File: src/rtl/r4m_pkg.sv
package r4m_pkg;

  typedef enum logic [1:0] {
    ACT_NONE = 2'd0,
    ACT_ADD  = 2'd1,
    ACT_SUB  = 2'd2
  } act_e;

  typedef struct packed {
    act_e act;   // operation on the running total
    logic wide;  // 1: shift by 2N+1, 0: shift by 2N
    logic cout;  // carry passed to the next pair
  } rec_t;

  // Recode one multiplier pair plus carry into a single add/sub action.
  function automatic rec_t recode(input logic [1:0] pair, input logic cin,
                                  input logic tbl);
    rec_t       r;
    logic [2:0] v;
    v = {1'b0, pair} + {2'b00, cin};
    r = '{act: ACT_NONE, wide: 1'b0, cout: 1'b0};
    unique case (v)
      3'd0: r = '{act: ACT_NONE, wide: 1'b0, cout: 1'b0};
      3'd1: r = '{act: ACT_ADD,  wide: 1'b0, cout: 1'b0};
      3'd2: r = tbl ? '{act: ACT_ADD, wide: 1'b1, cout: 1'b0}
                    : '{act: ACT_SUB, wide: 1'b1, cout: 1'b1};
      3'd3: r = '{act: ACT_SUB,  wide: 1'b0, cout: 1'b1};
      3'd4: r = '{act: ACT_NONE, wide: 1'b0, cout: 1'b1};
      default: r = '{act: ACT_NONE, wide: 1'b0, cout: 1'b0};
    endcase
    return r;
  endfunction

endpackage

File: src/rtl/r4m_recoder.sv
module r4m_recoder
  import r4m_pkg::*;
(
  input  logic [1:0] pair,
  input  logic       cin,
  input  logic       tbl,
  output act_e       act,
  output logic       wide,
  output logic       cout
);
  rec_t rec;

  always_comb begin
    rec  = recode(pair, cin, tbl);
    act  = rec.act;
    wide = rec.wide;
    cout = rec.cout;
  end
endmodule

File: src/rtl/r4m_term_gen.sv
module r4m_term_gen #(
  parameter int A_W = 8,
  parameter int P_W = 32,
  parameter int CW  = 3
) (
  input  logic [A_W-1:0] mcand,
  input  logic [CW-1:0]  step,
  input  logic           wide,
  output logic [P_W-1:0] term
);
  localparam int SW = CW + 1;

  // Place the multiplicand at bit position 2*step + wide.
  function automatic logic [P_W-1:0] place(input logic [A_W-1:0] m,
                                           input logic [SW-1:0] s);
    return {{(P_W-A_W){1'b0}}, m} << s;
  endfunction

  always_comb term = place(mcand, {step, wide});
endmodule

File: src/rtl/r4m_accum.sv
module r4m_accum
  import r4m_pkg::*;
#(
  parameter int P_W = 32
) (
  input  logic           clk,
  input  logic           rst_n,
  input  logic           clear,
  input  logic           en,
  input  act_e           act,
  input  logic [P_W-1:0] term,
  output logic [P_W-1:0] total
);
  always_ff @(posedge clk or negedge rst_n) begin
    if (!rst_n) begin
      total <= '0;
    end else if (clear) begin
      total <= '0;
    end else if (en) begin
      unique case (act)
        ACT_ADD: total <= total + term;
        ACT_SUB: total <= total - term;
        default: total <= total;
      endcase
    end
  end
endmodule

File: src/rtl/r4m_ctrl.sv
module r4m_ctrl #(
  parameter int STEPS = 4,
  parameter int CW    = 3
) (
  input  logic          clk,
  input  logic          rst_n,
  input  logic          start,
  output logic          accept,
  output logic          busy,
  output logic          last,
  output logic [CW-1:0] cnt,
  output logic          done
);
  // Step index STEPS is the extra carry-fold step.
  localparam logic [CW-1:0] LAST_IDX = CW'(STEPS);

  assign accept = start && !busy;
  assign last   = busy && (cnt == LAST_IDX);

  always_ff @(posedge clk or negedge rst_n) begin
    if (!rst_n) begin
      busy <= 1'b0;
      cnt  <= '0;
      done <= 1'b0;
    end else begin
      done <= last;
      if (accept) begin
        busy <= 1'b1;
        cnt  <= '0;
      end else if (last) begin
        busy <= 1'b0;
        cnt  <= '0;
      end else if (busy) begin
        cnt <= cnt + 1'b1;
      end
    end
  end
endmodule

File: src/rtl/radix4_cp_mult.sv
module radix4_cp_mult
  import r4m_pkg::*;
#(
  parameter int A_W = 8,
  parameter int M_W = 8,
  parameter int P_W = 32
) (
  input  logic           clk,
  input  logic           rst_n,
  input  logic           start,
  input  logic           tbl_sel,
  input  logic [A_W-1:0] mcand,
  input  logic [M_W-1:0] mplier,
  output logic [P_W-1:0] product,
  output logic           done
);
  localparam int STEPS = M_W / 2;
  localparam int CW    = $clog2(STEPS + 1);

  // Named internal events, observed by the bound checker.
  logic           accept, busy, last, step_en;
  logic [CW-1:0]  cnt;
  logic [A_W-1:0] mcand_q;
  logic [M_W-1:0] mplier_q;
  logic           tbl_q, carry_q;
  logic [1:0]     pair;
  act_e           rec_act;
  logic           rec_wide, rec_cout;
  logic [P_W-1:0] term, total;

  assign step_en = busy;
  assign pair    = mplier_q[1:0];

  r4m_ctrl #(.STEPS(STEPS), .CW(CW)) u_ctrl (
    .clk(clk), .rst_n(rst_n), .start(start), .accept(accept),
    .busy(busy), .last(last), .cnt(cnt), .done(done)
  );

  // Operand capture; the multiplier shifts so the live pair sits at [1:0].
  always_ff @(posedge clk or negedge rst_n) begin
    if (!rst_n) begin
      mcand_q  <= '0;
      mplier_q <= '0;
      tbl_q    <= 1'b0;
      carry_q  <= 1'b0;
    end else if (accept) begin
      mcand_q  <= mcand;
      mplier_q <= mplier;
      tbl_q    <= tbl_sel;
      carry_q  <= 1'b0;
    end else if (step_en) begin
      mplier_q <= mplier_q >> 2;
      carry_q  <= rec_cout;
    end
  end

  r4m_recoder u_rec (
    .pair(pair), .cin(carry_q), .tbl(tbl_q),
    .act(rec_act), .wide(rec_wide), .cout(rec_cout)
  );

  r4m_term_gen #(.A_W(A_W), .P_W(P_W), .CW(CW)) u_term (
    .mcand(mcand_q), .step(cnt), .wide(rec_wide), .term(term)
  );

  r4m_accum #(.P_W(P_W)) u_acc (
    .clk(clk), .rst_n(rst_n), .clear(accept), .en(step_en),
    .act(rec_act), .term(term), .total(total)
  );

  assign product = total;
endmodule

File: config.mk
export PLATFORM = sky130hd
export DESIGN_NAME = radix4_cp_mult
export DESIGN_NICKNAME = d
export VERILOG_FILES = /design/src/rtl/r4m_pkg.sv /design/src/rtl/r4m_recoder.sv /design/src/rtl/r4m_term_gen.sv /design/src/rtl/r4m_accum.sv /design/src/rtl/r4m_ctrl.sv /design/src/rtl/radix4_cp_mult.sv
export SDC_FILE = /design/constraint.sdc
export NUM_CORES = 1
export LEC_CHECK = 0
export ABC_AREA = 1
export BUFFER_PORTS_ARGS = -buffer_cell sky130_fd_sc_hd__buf_2
export CORE_MARGIN = 2
export CORE_UTILIZATION = 55
export DETAILED_ROUTE_END_ITERATION = 8
export PLACE_DENSITY_LB_ADDON = 0.25
export SLEW_MARGIN = 20
export SYNTH_ARGS = -nofsm -noshare
export SYNTH_HDL_FRONTEND = slang
export SYNTH_HIERARCHICAL = 1
export SYNTH_SLANG_ARGS = --single-unit
File: constraint.sdc
create_clock -name clk -period 4 [get_ports clk]
set_input_delay 0 -clock clk [delete_from_list [all_inputs] [get_ports clk]]
set_output_delay 0 -clock clk [all_outputs]
set_load 0.01 [all_outputs]
[Word level (Yosys, flattened, before mapping)]
Cells that the tools add are included.
Operators by class
  mux-type cells: 14
  equal/unequal tests: 7
  add/sub/neg operators: 4
  reduce and logical (&&, ||, !) cells: 8
  shift operators: 1
Operators with widths (count)
  $mux W32: 2
  $pmux W32 S2: 1
  $add A32 B32 Y32: 1
  $shl A8 B4 Y32: 1
  $sub A32 B32 Y32: 1
  $mux W8: 2
  $pmux W4 S4: 1
  $mux W3: 3
  $eq A3 B2 Y1 const B: 2
  $eq A3 B3 Y1 const B: 2
  $reduce_bool A3 Y1: 2
  $mux W1: 4
  $mux W4: 1
  $reduce_bool A2 Y1: 2
  $add A2 B1 Y3: 1
  $add A3 B1 Y3 const B: 1
  $eq A3 B1 Y1 const B: 1
  $eq A2 B1 Y1 const B: 1
  $eq A2 B2 Y1 const B: 1
  $logic_and A1 B1 Y1: 2
  $reduce_and A2 Y1: 1
  $logic_not A1 Y1: 1
Word-level totals
  output and inout bits: 33
  bits in registers: 55

[Longest topological paths before layout]
Gate-level depths: netlist of run 1.
  depth in word-level cells: 8
  depth in mapped cells: 36
  depth with buffers taken out: 35

[Modules after synthesis]
Netlist of run 1, hierarchy kept.
By module, submodules not included
  r4m_accum: cells each 785, area each 4506.8 sq um, sequential area each 800.8 sq um, instances 1
  radix4_cp_mult: cells each 84, area each 764.5 sq um, sequential area each 450.4 sq um, instances 1
  r4m_term_gen: cells each 139, area each 684.4 sq um, sequential area each 0.0 sq um, instances 1
  r4m_ctrl: cells each 31, area each 247.7 sq um, sequential area each 125.1 sq um, instances 1
  r4m_recoder: cells each 15, area each 90.1 sq um, sequential area each 0.0 sq um, instances 1

[Worst setup path after synthesis of run 1]
OpenSTA, ideal clock, no wires.
  kind: register to register
  from: reg mplier_q[0]
  to: reg u_acc.total[30]
  setup slack: 231 ps
  clock period less this slack: 3769 ps
  stages on the path, launching flop included: 32
  setup time: 117 ps
  data arrival time: 3652 ps
  path through: dfrtp_1 -> ha_1 -> ha_1 -> nand2_1 -> nor2_1 -> inv_2 -> buf_6 -> nand2_2 -> nand3_1 -> nand2_1 -> nand2_1 -> nand3_1 -> nand2_1 -> nor2_1 -> nand2_1 -> nor2_1 -> nand2_2 -> nand2_1 -> o21ai_0 -> xor2_1 -> ha_1 -> nand2_1 -> nor2_1 -> inv_1 -> nor3_2 -> nand2_1 -> nand2_2 -> nand2_1 -> nand2_1 -> nand2_1 -> nand3_1 -> nand2_1
On the way
  longest elaborated chain between the ends: 8
  elaborated cells on any way between the ends: 16
  classes of those cells: 3 x add/sub; 6 x eq/ne; 1 x shift; 4 x mux; 2 x reduce/logical
RTL lines
  start, declared: line radix4_cp_mult.sv:24  | logic [M_W-1:0] mplier_q;
  start signal, assigned: line radix4_cp_mult.sv:48  | mplier_q <= mplier;
  start signal, assigned: line radix4_cp_mult.sv:52  | mplier_q <= mplier_q >> 2;
  $add A2 B1 Y3 (*): line r4m_pkg.sv:20  | v = {1'b0, pair} + {2'b00, cin};
  $eq A3 B3 Y1 (tied with other cells): line r4m_pkg.sv:22  | unique case (v)
  $pmux W4 S4 (*): line r4m_pkg.sv:22
  named net rec_wide: line radix4_cp_mult.sv:28  | logic rec_wide, rec_cout;
  $shl A8 B4 Y32 (*): line r4m_term_gen.sv:16  | return {{(P_W-A_W){1'b0}}, m} << s;
  named net term[8]: line radix4_cp_mult.sv:29  | logic [P_W-1:0] term, total;
  $sub A32 B32 Y32 or $add A32 B32 Y32 (tied branches): line r4m_accum.sv:22, r4m_accum.sv:21
  $pmux W32 S2 (*): line r4m_accum.sv:20  | unique case (act)
  $mux W32 (*): line r4m_accum.sv:19  | end else if (en) begin
  $mux W32 (*): line r4m_accum.sv:17  | end else if (clear) begin
  end signal, assigned: line r4m_accum.sv:21  | ACT_ADD: total <= total + term;
  end signal, assigned: line r4m_accum.sv:22  | ACT_SUB: total <= total - term;
  end signal, assigned: line r4m_accum.sv:23  | default: total <= total;
  end, declared: line r4m_accum.sv:12  | output logic [P_W-1:0] total
The timed path passes the listed nets; every way through them passes the cells marked *. The select of a mux whose other input is x is not followed.
A chain may end at the register's enable or synchronous reset.

[Worst setup path after layout of run 1]
  from: reg mplier_q[0]
  to: reg u_acc.total[14]
Same word-level chain as after synthesis.

==> impl_metrics.env, run 1 <==
export IMPL_firstDrtPassIters=5
export IMPL_dp_slack_ns=-0.178
export IMPL_synth_common_cells="403 x nand2_1, 141 x inv_1, 99 x nor2_1"
export IMPL_ys_warn_count=6
export IMPL_rows=39
export IMPL_ant_nets=0
export IMPL_slew_violations=0
export IMPL_fmaxAchievable_mhz=241
export IMPL_synth_area_sq_um=6290
export IMPL_cp_end_kind="register"
export IMPL_antenna_found_initial=0
export IMPL_avgSynthCellArea_sq_um=5.97
export IMPL_synth_edf_count=0
export IMPL_cpMaxStageDelayCell="dfrtp_1"
export IMPL_via_count=7180
export IMPL_hold_viol=0
export IMPL_routedWlPerCell_um=14.3
export IMPL_nNetsFinal=1271
export IMPL_worst_hold_path_type="in -> async"
export IMPL_clkLatencyLatePin_ns=0.32
export IMPL_die_h_um=111
export IMPL_r2r_end="u_acc/total[14]"
export IMPL_stdcell_count=1358
export IMPL_critPathArrivalTime_ns=4.41
export IMPL_critPathBufInv=3
export IMPL_cap_violations=0
export IMPL_coreArea_sq_um=11300
export IMPL_num_antenna_cells=0
export IMPL_synthArstFlopShare=1.00
export IMPL_clockBufferDepth=2
export IMPL_cts_buffers_inserted=5
export IMPL_worstMarginPinSlew_ns=0.724
export IMPL_synthFlopType="dfrtp_1"
export IMPL_critPathMaxFanout=6
export IMPL_cp_common_cell="nand2_2"
export IMPL_fill_cells=852
export IMPL_grt_setup_unrepaired="true"
export IMPL_crit_type="reg -> reg"
export IMPL_grt_max_degree=56
export IMPL_overflow=0
export IMPL_synth_top_cell_area_share=0.240
export IMPL_utilization=0.748
export IMPL_synth_top_area_cell="nand2_1"
export IMPL_finalSetupViolations=17
export IMPL_synth_area_top_cells="nand2_1 24%, dfrtp_1 22%, inv_1 8.4%"
export IMPL_critPathLaunchType="register"
export IMPL_port_buffers=52
export IMPL_post_place_cells=1302
export IMPL_status="finished, violations left"
export IMPL_syn_inst=1054
export IMPL_die_area_sq_um=12300
export IMPL_rrSetupSlack_ns=-0.15
export IMPL_synth_most_common_cell="nand2_1"
export IMPL_area_delta_synth_final_pct=33.9
export IMPL_grt_first_pass_wirelength_um=30900
export IMPL_ys_ff_latch=55
export IMPL_drtIter0Drc=487
export IMPL_multiInputGateArea_sq_um=4910
export IMPL_vias_per_cell=5.29
export IMPL_hpwl_um=13500
export IMPL_path_delay_family="simple AND/OR/NAND/NOR gates"
export IMPL_cts_root_buf="clkbuf_16"
export IMPL_reg2reg_depth=29
export IMPL_r2r_start="mplier_q[0]"
export IMPL_regArea_sq_um=1380
export IMPL_grt_pass1_vias=6626
export IMPL_wirelength_um=19400
export IMPL_gp_congestion=0.970
export IMPL_fin_ws_ns=-0.155
export IMPL_drc_errors=0
export IMPL_path_clk_slew_ns=0.08
export IMPL_violations="negative setup slack"
export IMPL_die_w_um=111
export IMPL_crit_path_max_incr_delay_ns=0.39
export IMPL_yosysUniqueCellTypes=47
export IMPL_finalCriticalPeriod_ns=4.15
export IMPL_cts_tree="yes"
export IMPL_ys_seq_area_frac=0.219
export IMPL_finClkSkew_ns=0.0117
export IMPL_required_ns=4.25
export IMPL_num_io_pins=53
export IMPL_htreeDepth=2
export IMPL_track_usage=0.302
export IMPL_slew_headroom=0.517
export IMPL_cts_sinks=55
export IMPL_initial_core_util=0.558
export IMPL_drive_above_1_share=0.308
export IMPL_fin_crit_sh=1.04
-- stage by stage --
stage	TNS (ns)	instance area [sq um]	hold slack, ns
floorplan	0	6320	-0.296
global placement	-0.928	7100	0.187
detailed placement	-1.41	7100	0.187
CTS	-0.313	7850	0.381
global route	-6.37	8430	0.434
finish	-1.75	8430	0.381
-- state kept, by name, indices dropped and copies added (netlist names) --
name,flops
u_ctrl/cnt,3
mcand_q,8
u_acc/total,32
mplier_q,8
u_ctrl/done,1
u_ctrl/busy,1
tbl_q,1
carry_q,1
-- cell usage in the layout, fill, tap and decap left out, drive strengths merged, types with 2 or more instances in the layout --
master	n
clkbuf	5
o21a	2
nand4	12
clkinv	2
a21oi	39
conb	9
nand3b	8
nand3	91
nor2	111
xnor2	6
o22ai	2
clkinvlp	2
nand2	425
ha	36
or2	2
nor3	15
buf	156
dfrtp	55
o31ai	3
inv	150
a21o	2
o21ai	30
dlygate4sd3	19
o21bai	4
a31oi	2
xor2	22
-- per-layer routing --
layer,routed length (um),up-vias,track usage
met1,8110,3271,0.387
met2,9700,269,0.529
met4,502,0,0.102
met3,1060,48,0.0334
met5,0,-,0
li1,-,3592,-
-- worst register-to-register path: cells and delay by family, from the launching register on --
kind	cells	cell delay, ns
buffers and inverters	3	0.44
AO/OA/AOI/OAI	4	0.41
flip-flops	1	0.39
XOR/XNOR	1	0.18
AND/OR/NAND/NOR	18	1.87
adder cells (fa/ha/maj)	3	0.85
-- cell type report --
type | count | area share
Clock buffer | 5 | 0.0148
Clock inverter | 3 | 0.00297
Inverter | 150 | 0.0675
Multi-Input combinational cell | 826 | 0.582
Sequential cell | 55 | 0.163
Tap cell | 143 | 0.0212
Timing Repair Buffer | 175 | 0.147
Timing Repair inverter | 1 | 0.000891
-- how the worst max path moves through the flow --
stage	from	end	slack, ns	cells after the start
floorplan	mplier_q[0]	u_acc/total[30]	0.23	31
global placement	mplier_q[0]	u_acc/total[26]	-0.18	28
detailed placement	mplier_q[0]	u_acc/total[26]	-0.18	28
CTS	carry_q	u_acc/total[31]	-0.07	30
global route	mplier_q[0]	u_acc/total[26]	-0.44	29
finish	mplier_q[0]	u_acc/total[14]	-0.15	29
-- kinds of logic (layout without fill, tap and decap cells) --
logic type / Yosys count / in the layout / share of synthesized area
AND/OR/NAND/NOR: 666 / 666 / 0.461
buffers and inverters: 181 / 334 / 0.129
AO/OA/AOI/OAI: 86 / 86 / 0.0773
flip-flops: 55 / 55 / 0.219
adder cells (fa/ha/maj): 37 / 37 / 0.0748
XOR/XNOR: 28 / 28 / 0.0390
other: 1 / 9 / 0.000596
-- timing repair --
action / CTS / global route
endpoints found under the setup margin: 17 / 26
buffers inserted: 15 / 12
hold endpoints to repair: 76 / 0
hold buffers: 19 / 0
pin swaps: 48 / 64
gates cloned: 1 / 1
resized for setup: 71 / 125
Power of run 1 is not shown: default switching activity piles up to over one toggle a cycle in this logic, so the estimate is an artifact.
==> run 2: changes to the inputs <==
RECOVER_POWER = 25   (was not set)
==> run 2 against run 1 <==
The run still ends with negative setup slack left. Die area unchanged. Non-clock buffer count unchanged. Global-route usage unchanged. Flip-flop and latch count unchanged. Worst hold slack got worse by 0.00054 ns. Cell count unchanged.
==> impl_metrics.env, run 2 (same netlist as run 1, synthesis figures left out) <==
export IMPL_status="finished, violations left"
export IMPL_violations="negative setup slack"
export IMPL_overflow=0
export IMPL_hold_viol=0
export IMPL_cap_violations=0
export IMPL_clkLatencyLatePin_ns=0.32
export IMPL_largest_reg_flops=32
export IMPL_grt_first_pass_wirelength_um=30900
export IMPL_fin_ws_ns=-0.148
export IMPL_antenna_found_initial=0
export IMPL_crit_type="reg -> reg"
export IMPL_num_io_pins=53
export IMPL_worst_hold_path_type="in -> async"
export IMPL_cts_root_buf="clkbuf_16"
export IMPL_vias_per_cell=5.29
export IMPL_r2r_end="u_acc/total[14]"
export IMPL_slew_violations=0
export IMPL_path_clk_slew_ns=0.08
export IMPL_r2r_start="mplier_q[0]"
export IMPL_rrSetupSlack_ns=-0.15
export IMPL_finClkSkew_ns=0.00979
export IMPL_clockBufferDepth=2
export IMPL_area_delta_synth_final_pct=33.3
export IMPL_die_area_sq_um=12300
export IMPL_grt_pass1_vias=6626
export IMPL_required_ns=4.25
export IMPL_final_common_cell="nand2_1"
export IMPL_routedWlPerCell_um=14.2
export IMPL_fin_crit_sh=1.04
export IMPL_utilization=0.744
export IMPL_num_antenna_cells=0
export IMPL_port_buffers=52
export IMPL_path_delay_family="simple AND/OR/NAND/NOR gates"
export IMPL_critPathLaunchType="register"
export IMPL_firstDrtPassIters=5
export IMPL_htreeDepth=2
export IMPL_finalSetupViolations=15
export IMPL_via_count=7189
export IMPL_drive_above_1_share=0.283
export IMPL_layout_common_cells="360 x nand2_1, 132 x inv_1, 102 x buf_4"
export IMPL_critPathMaxFanout=6
export IMPL_grt_max_degree=56
export IMPL_largest_register="u_acc/total"
export IMPL_crit_path_max_incr_delay_ns=0.39
export IMPL_die_w_um=111
export IMPL_finalCriticalPeriod_ns=4.15
export IMPL_nNetsFinal=1271
export IMPL_drc_errors=0
export IMPL_cpMaxStageDelayCell="dfrtp_1"
export IMPL_drtIter0Drc=506
export IMPL_wirelength_um=19300
export IMPL_cp_common_cell="nand2_2"
export IMPL_cts_sinks=55
export IMPL_track_usage=0.302
export IMPL_critPathBufInv=3
export IMPL_die_h_um=111
export IMPL_initial_core_util=0.558
export IMPL_cts_buffers_inserted=5
export IMPL_top_regs="u_acc/total: 32 flops, mcand_q: 8 flops, mplier_q: 8 flops"
export IMPL_cp_end_kind="register"
export IMPL_worstMarginPinSlew_ns=0.720
export IMPL_cts_tree="yes"
export IMPL_hpwl_um=13500
export IMPL_reg2reg_depth=29
export IMPL_gp_congestion=0.970
export IMPL_coreArea_sq_um=11300
export IMPL_fmaxAchievable_mhz=241
export IMPL_grt_setup_unrepaired="true"
export IMPL_rows=39
export IMPL_ant_nets=0
export IMPL_slew_headroom=0.520
export IMPL_critPathArrivalTime_ns=4.40
## run 2: changes by cell type in the layout (fill, tap and decap cells not counted)
| cell | change |
|---|---|
| buf_2 | -30 |
| clkbuf_1 | +30 |
## run 2: how the worst max path moves through the flow
stage	from	slack, ns	end	cells past startpoint
global placement	mplier_q[0]	-0.18	u_acc/total[26]	28
CTS	carry_q	-0.07	u_acc/total[31]	30
global route	mplier_q[0]	-0.44	u_acc/total[26]	29
detailed placement	mplier_q[0]	-0.18	u_acc/total[26]	28
finish	mplier_q[0]	-0.15	u_acc/total[14]	29
floorplan	mplier_q[0]	0.23	u_acc/total[30]	31
## run 2: metrics by stage
stage	setup slack, ns	instances	setup TNS, ns	hold slack (ns)	instance area (sq um)
2_1_floorplan	0.231	1062	0	-0.296	6320
3_3_place_gp	-0.182	1302	-0.928	0.187	7100
3_5_place_dp	-0.178	1302	-1.41	0.187	7100
4_1_cts	-0.0706	1345	-0.313	0.381	7850
5_1_grt	-0.444	1358	-6.37	0.434	8390
6_report	-0.148	1358	-1.64	0.381	8390
## run 2: worst min-delay path, stage by stage
cell	delay [ns]
dlygate4sd3_1	0.53
buf_2	0.10
buf_4	0.57
## run 2: metal layers
metal / track usage / up-vias / routed length [um] / part of all wire
li1: - / 3603 / - / -
met1: 0.387 / 3293 / 8060 / 0.42
met2: 0.529 / 245 / 9650 / 0.50
met3: 0.0334 / 48 / 1080 / 0.056
met4: 0.102 / 0 / 557 / 0.029
met5: 0 / - / 0 / 0
## run 2: final cells by class
cell class / count / area [sq um]
fill: 873 / 2880
clock buffer: 5 / 125
timing repair buffer: 175 / 1200
inverter: 150 / 569
sequential: 55 / 1380
clock inverter: 3 / 25.0
multi-input combinational: 826 / 4910
timing repair inverter: 1 / 7.51
tap: 143 / 179
## run 2: repair_timing
item | 4_1_cts | 5_1_grt
setup buffers | 15 | 12
pin swaps | 48 | 64
hold buffers | 19 | 0
setup endpoints to repair | 17 | 26
resized for setup | 71 | 125
cloned | 1 | 1
hold endpoints to repair | 76 | 0
Power of run 2 is left out for the same reason.
